## config.mk

```make
export PLATFORM = sky130hd
export DESIGN_NAME = rsp_par_log
export DESIGN_NICKNAME = d
export VERILOG_FILES = /design/src/rtl/rsp_par_log.sv
export SDC_FILE = /design/constraint.sdc
export NUM_CORES = 1
export LEC_CHECK = 0
export ABC_AREA = 1
export CORE_AREA = 5 5 42 44
export CTS_CLUSTER_SIZE = 24
export DETAILED_ROUTE_END_ITERATION = 10
export DIE_AREA = 0 0 47 49
export DONT_BUFFER_PORTS = 1
export GPL_TIMING_DRIVEN = 0
export MAX_ROUTING_LAYER = met4
export SYNTH_ARGS = -nofsm -noshare
export SYNTH_HDL_FRONTEND = slang
export SYNTH_SLANG_ARGS = --single-unit
```

## constraint.sdc

```tcl
create_clock -name clk -period 1.3 [get_ports clk]
set_input_delay 0.39 -clock clk [delete_from_list [all_inputs] [get_ports clk]]
set_output_delay 0.39 -clock clk [all_outputs]
set_load 0.05 [all_outputs]
```

## src/rtl/rsp_par_log.sv

```systemverilog
// Module: error record.
// Keeps the first failing code until cleared, and a saturating count of
// errors. A clear that coincides with an error loads the new code.
// Assumes: err_i is a one-cycle strobe; code 0 cannot fail (it is idle).
module rsp_par_log #(
    parameter int STAT_W = 3,
    parameter int CNT_W  = 8
) (
    input  logic              clk,
    input  logic              rst_n,
    input  logic              err_i,
    input  logic [STAT_W-1:0] code_i,
    input  logic              clr_i,
    output logic [STAT_W-1:0] code_q,
    output logic [CNT_W-1:0]  cnt_q
);

    localparam logic [CNT_W-1:0] CNT_MAX = {CNT_W{1'b1}};
    localparam logic [CNT_W-1:0] CNT_ONE = {{(CNT_W-1){1'b0}}, 1'b1};

    logic slot_free;
    assign slot_free = (code_q == '0) || clr_i;

    // Capture register: load into a free slot, otherwise obey clear
    always_ff @(posedge clk) begin
        if (!rst_n)                 code_q <= '0;
        else if (err_i && slot_free) code_q <= code_i;
        else if (clr_i)             code_q <= '0;
    end

    // Saturating error counter
    always_ff @(posedge clk) begin
        if (!rst_n)                       cnt_q <= '0;
        else if (err_i && cnt_q != CNT_MAX) cnt_q <= cnt_q + CNT_ONE;
    end

    p_code_load_r6: assert property (@(posedge clk) disable iff (!rst_n)
        (err_i && code_q == '0) |=> (code_q == $past(code_i)));

    p_code_hold_r6: assert property (@(posedge clk) disable iff (!rst_n)
        (code_q != '0 && !clr_i) |=> $stable(code_q));

    p_clear_r7: assert property (@(posedge clk) disable iff (!rst_n)
        (clr_i && !err_i) |=> (code_q == '0));

    p_cnt_step_r8: assert property (@(posedge clk) disable iff (!rst_n)
        (err_i && cnt_q != CNT_MAX) |=> (cnt_q == $past(cnt_q) + CNT_ONE));

    p_no_overflow_r8: assert property (@(posedge clk) disable iff (!rst_n)
        (cnt_q == CNT_MAX) |=> (cnt_q == CNT_MAX));

endmodule

```

======== Yosys cells after proc, flatten, opt, wreduce, memory -nomap -nowiden ========
Cells that the tools add are included.
operators by class
  $add $sub $neg .......................... 1
  multiply operators ...................... 0
  divide/modulo/power cells ............... 0
  $lt $le $gt $ge ......................... 0
  eq/ne operators ......................... 1
  shift-type cells ........................ 0
  mux-type cells .......................... 2
  bitwise operators ....................... 0
  reduce and logical (&&, ||, !) cells .... 5
operators with widths
  cell                                                            number
  8-bit by 1-bit adder with 8-bit output (second input constant)  1
  8-bit != test (second input constant)                           1
  3-bit 2-to-1 mux                                                2
  3-bit logical NOT                                               1
  1-bit logical AND                                               2
  2-bit nonzero test                                              1
  1-bit logical OR                                                1
storage, ports and cells
  register bits after elaboration ......... 11
  latch bits .............................. 0
  bits in writable memories ............... 0
  ROM bits ................................ 0
  logic and storage cells ................. 11
  memories ................................ 0

======== Logic depth before layout (Yosys ltp) ========
  depth in word-level cells ............... 4
  mapped depth ............................ 8

======== Worst setup path before layout ========
No wires, ideal clock.
  path kind ............................... register to register
  from .................................... register cnt_q[0]
  to ...................................... register cnt_q[5]
  library setup time ...................... 0.117 ns
  data arrival time ....................... 1.548 ns
  required time ........................... 1.183 ns
  setup slack ............................. -0.365 ns
  cell stages (with the launch flop) ...... 8
  clock period less this slack ............ 1.665 ns
  cell sequence ........................... dfxtp_1 > ha_1 > nand2_1 > nor2_1 > nand2_2 > buf_6 > a21oi_1 > nor2_1
between the ends
  cells in the longest elaborated chain, start to end .. 2
  elaborated cells on any way between the ends .. 3
ends and longest elaborated chain
  what                                                                            line  text
  start, declared                                                                 15    output logic [CNT_W-1:0] cnt_q
  start signal, assigned                                                          34    else if (err_i && cnt_q != CNT_MAX) cnt_q <= cnt_q + CNT_ONE;
  branches (longest 2 deep; another with 8-bit by 1-bit adder with 8-bit output)  -
Parallel ways; which one is timed is not known.
A chain may end at the register's enable or synchronous reset.

======== Worst setup path after layout ========
  from .................................... register cnt_q[0]
  to ...................................... register cnt_q[0]
Same word-level chain as after synthesis.

==> results.json <==
{
  "outcome": "complete, but fails checks",
  "violations": "negative setup slack",
  "ant_nets": 0,
  "dieArea_sq_um": 2300,
  "clkSlewWorstSetupHoldPaths_ns": 0.07,
  "cts_buffer_depth": 2,
  "place.gp.congestion": 0.714,
  "gr-total-overflow": 0,
  "grtUsageMet3_pct": 4.06,
  "maxSlewViolCount": 0,
  "worst-path-max-fanout": 5,
  "tns_ns": -0.0886,
  "antenna_found_initial": 0,
  "finalSetupViolCount": 6,
  "dp_slack_ns": -0.0779,
  "remaining_drc_errors": 0,
  "fin_skew_ns": 0.00488,
  "vias_per_cell": 5.28,
  "criticalPathCategory": "flop to flop",
  "busiest_layer": "met2",
  "cts_max_level": 1,
  "synthAdderAreaFrac_pct": 2.22,
  "power.density_nw_per_um2": 911,
  "synth-seq-area-share_pct": 39.0,
  "synth_top_family_by_area": "simple AND/OR/NAND/NOR gates",
  "first_global_vias": 533,
  "synth_enable_flop_cells": 0,
  "cts-root-buf": "clkbuf_4",
  "slew_headroom_pct": 79.5,
  "synth.top_cells.by_count": "nand2_1, dfxtp_1, nand3_1, nor2_1, a21oi_1",
  "ir_drop_uv": 466,
  "ys_top_cells_by_area": "dfxtp_1, nand2_1, nand3_1",
  "io_buffers": 0,
  "final_nets": 98,
  "cts_tree": "done",
  "gr-usage-all-layers_pct": 13.1,
  "synth_most_common_cell": "nand2_1",
  "final_layout_size_suffix_gt1_share_pct": 43.8,
  "nFillCells": 127,
  "worstMarginPinSlew_ns": 0.308,
  "synth.area.mux_share_pct": 0,
  "endpoint_kind": "flop",
  "clock-sinks": 11,
  "antenna_cells": 0,
  "post_synth_num_cell_types": 15,
  "drt_wl_total_um": 1260,
  "worstHoldPathType": "input port to flop",
  "use_met1_pct": 12.5,
  "initial_core_util_pct": 40.3,
  "synth_warnings": 0,
  "fp.dieW_um": 47,
  "leakage_nw": 0.308,
  "power.total_mw": 0.678,
  "num_vias": 554,
  "grt_use_met2_pct": 20.8,
  "drt_iter0_drc": 10,
  "synthXorXnorAreaFrac_pct": 0,
  "finalCritPeriodShare_pct": 103,
  "synth_top_cell_by_area": "dfxtp_1",
  "syn_nets": 89,
  "netlist.area_leader.share_pct": 39.0,
  "area_growth_pct": 31.9,
  "synth_compound_area_share_pct": 12.9,
  "arrival_ns": 1.50,
  "multiInputGateArea_sq_um": 363,
  "hpwl_um": 886,
  "ys_ff_latch": 11,
  "wire_per_inst_um": 12.0,
  "clk-insertion-delay-late_ns": 0.27,
  "fp.dieH_um": 49,
  "start_kind": "flop",
  "core_area_sq_um": 1400,
  "fin_crit_ns": 1.33,
  "max_freq_mhz": 749,
  "cts_buffers": 3,
  "synth_ff_type": "dfxtp_1",
  "grt_first_pass_wirelength_um": 2150,
  "syn_area_per_cell_sq_um": 6.97,
  "row_count": 14,
  "ctsHoldBuffers": 0,
  "maxCapViolations": 0,
  "synth-simple-area-share_pct": 37.3,
  "hold_viol": 0,
  "syn_inst": 81,
  "crit_required_ns": 1.47,
  "rsz0062_at_grt": "yes",
  "ios": 18,
  "register_area_sq_um": 249,
  "synth.cell_area_sq_um": 564,
  "grt_max_degree": 9,
  "finalWorstSetupSlack_ns": -0.0343,
  "dr.pass1.iters": 4,
  "synthArstFlopShare_pct": 0
}
[routing by layer]
layer,vias up,routed length (um)
met2,17,635
met3,4,88
li1,282,-
met4,0,31
met5,-,0
met1,251,507
[metrics by stage]
stage | hold WS (ns) | cells | util (%) | cell area (sq um)
after CTS | 0.260 | 105 | 51.2 | 718
after global placement | 0.553 | 97 | 44.0 | 617
after detailed placement | 0.556 | 97 | 44.0 | 617
after floorplan | 0.544 | 81 | - | 597
final | 0.265 | 105 | 53.1 | 744
after global routing | 0.262 | 105 | 53.1 | 744
[final timing paths]
kind | startpoint | endpoint | slack [ns] | cells after the start
hold reg to reg | cnt_q[2]$_SDFFE_PN0P_ | cnt_q[2]$_SDFFE_PN0P_ | 0.58 | 2
setup / recovery | cnt_q[0]$_SDFFE_PN0P_ | cnt_q[0]$_SDFFE_PN0P_ | -0.03 | 7
setup reg to reg | cnt_q[0]$_SDFFE_PN0P_ | cnt_q[0]$_SDFFE_PN0P_ | -0.03 | 7
hold / removal | err_i | cnt_q[2]$_SDFFE_PN0P_ | 0.26 | 2
[report_power, final]
part | internal, mW | switching [mW]
Clock | 0.119 | 0.118
Combinational | 0.0217 | 0.0286
Sequential | 0.340 | 0.0505
Total | 0.481 | 0.197
[worst max-delay path, stage by stage, from the launching register on]
cell     delay (ns)
dfxtp_4        0.47
ha_4           0.18
nand2_4        0.06
nor2_4         0.13
nand2_4        0.08
buf_6          0.14
a21oi_1        0.12
nor2_1         0.06
[cell type report]
class                      instances  area share (%)
timing repair buffer               4            5.04
buffer                             2            2.52
inverter                           8            4.03
sequential                        11            33.4
clock buffer                       4            3.53
tap                               16            2.69
multi-input combinational         60            48.7
[flip-flops by register name, summed over array words and instances (netlist names)]
signal	cells
cnt_q	8
code_q	3
[logic make-up (layout without fill, tap and decap cells)]
kind of cell               count (synthesis)  after routing
buffers and inverters                     10             18
adders and majority gates                  1              1
and+or+nand+nor                           46             46
AOI/OAI and AO/OA                         13             13
DFF                                       11             11
[repair_timing]
| action | CTS | global route |
|---|---|---|
| cloned | 1 | 0 |
| pin swaps | 6 | 7 |
| buffers inserted | 3 | 0 |
| gates resized for setup | 14 | 10 |
| setup endpoints to repair | 11 | 9 |
[placed cells by master, fill, tap and decap left out, drive strengths merged]
cell type,instances
dfxtp,11
nand3,11
nand2,21
o21ai,1
nor2,12
inv,8
ha,1
a21oi,12
clkbuf,4
nor3b,1
nand4,1
buf,6
(Power assumes the default switching activity.)
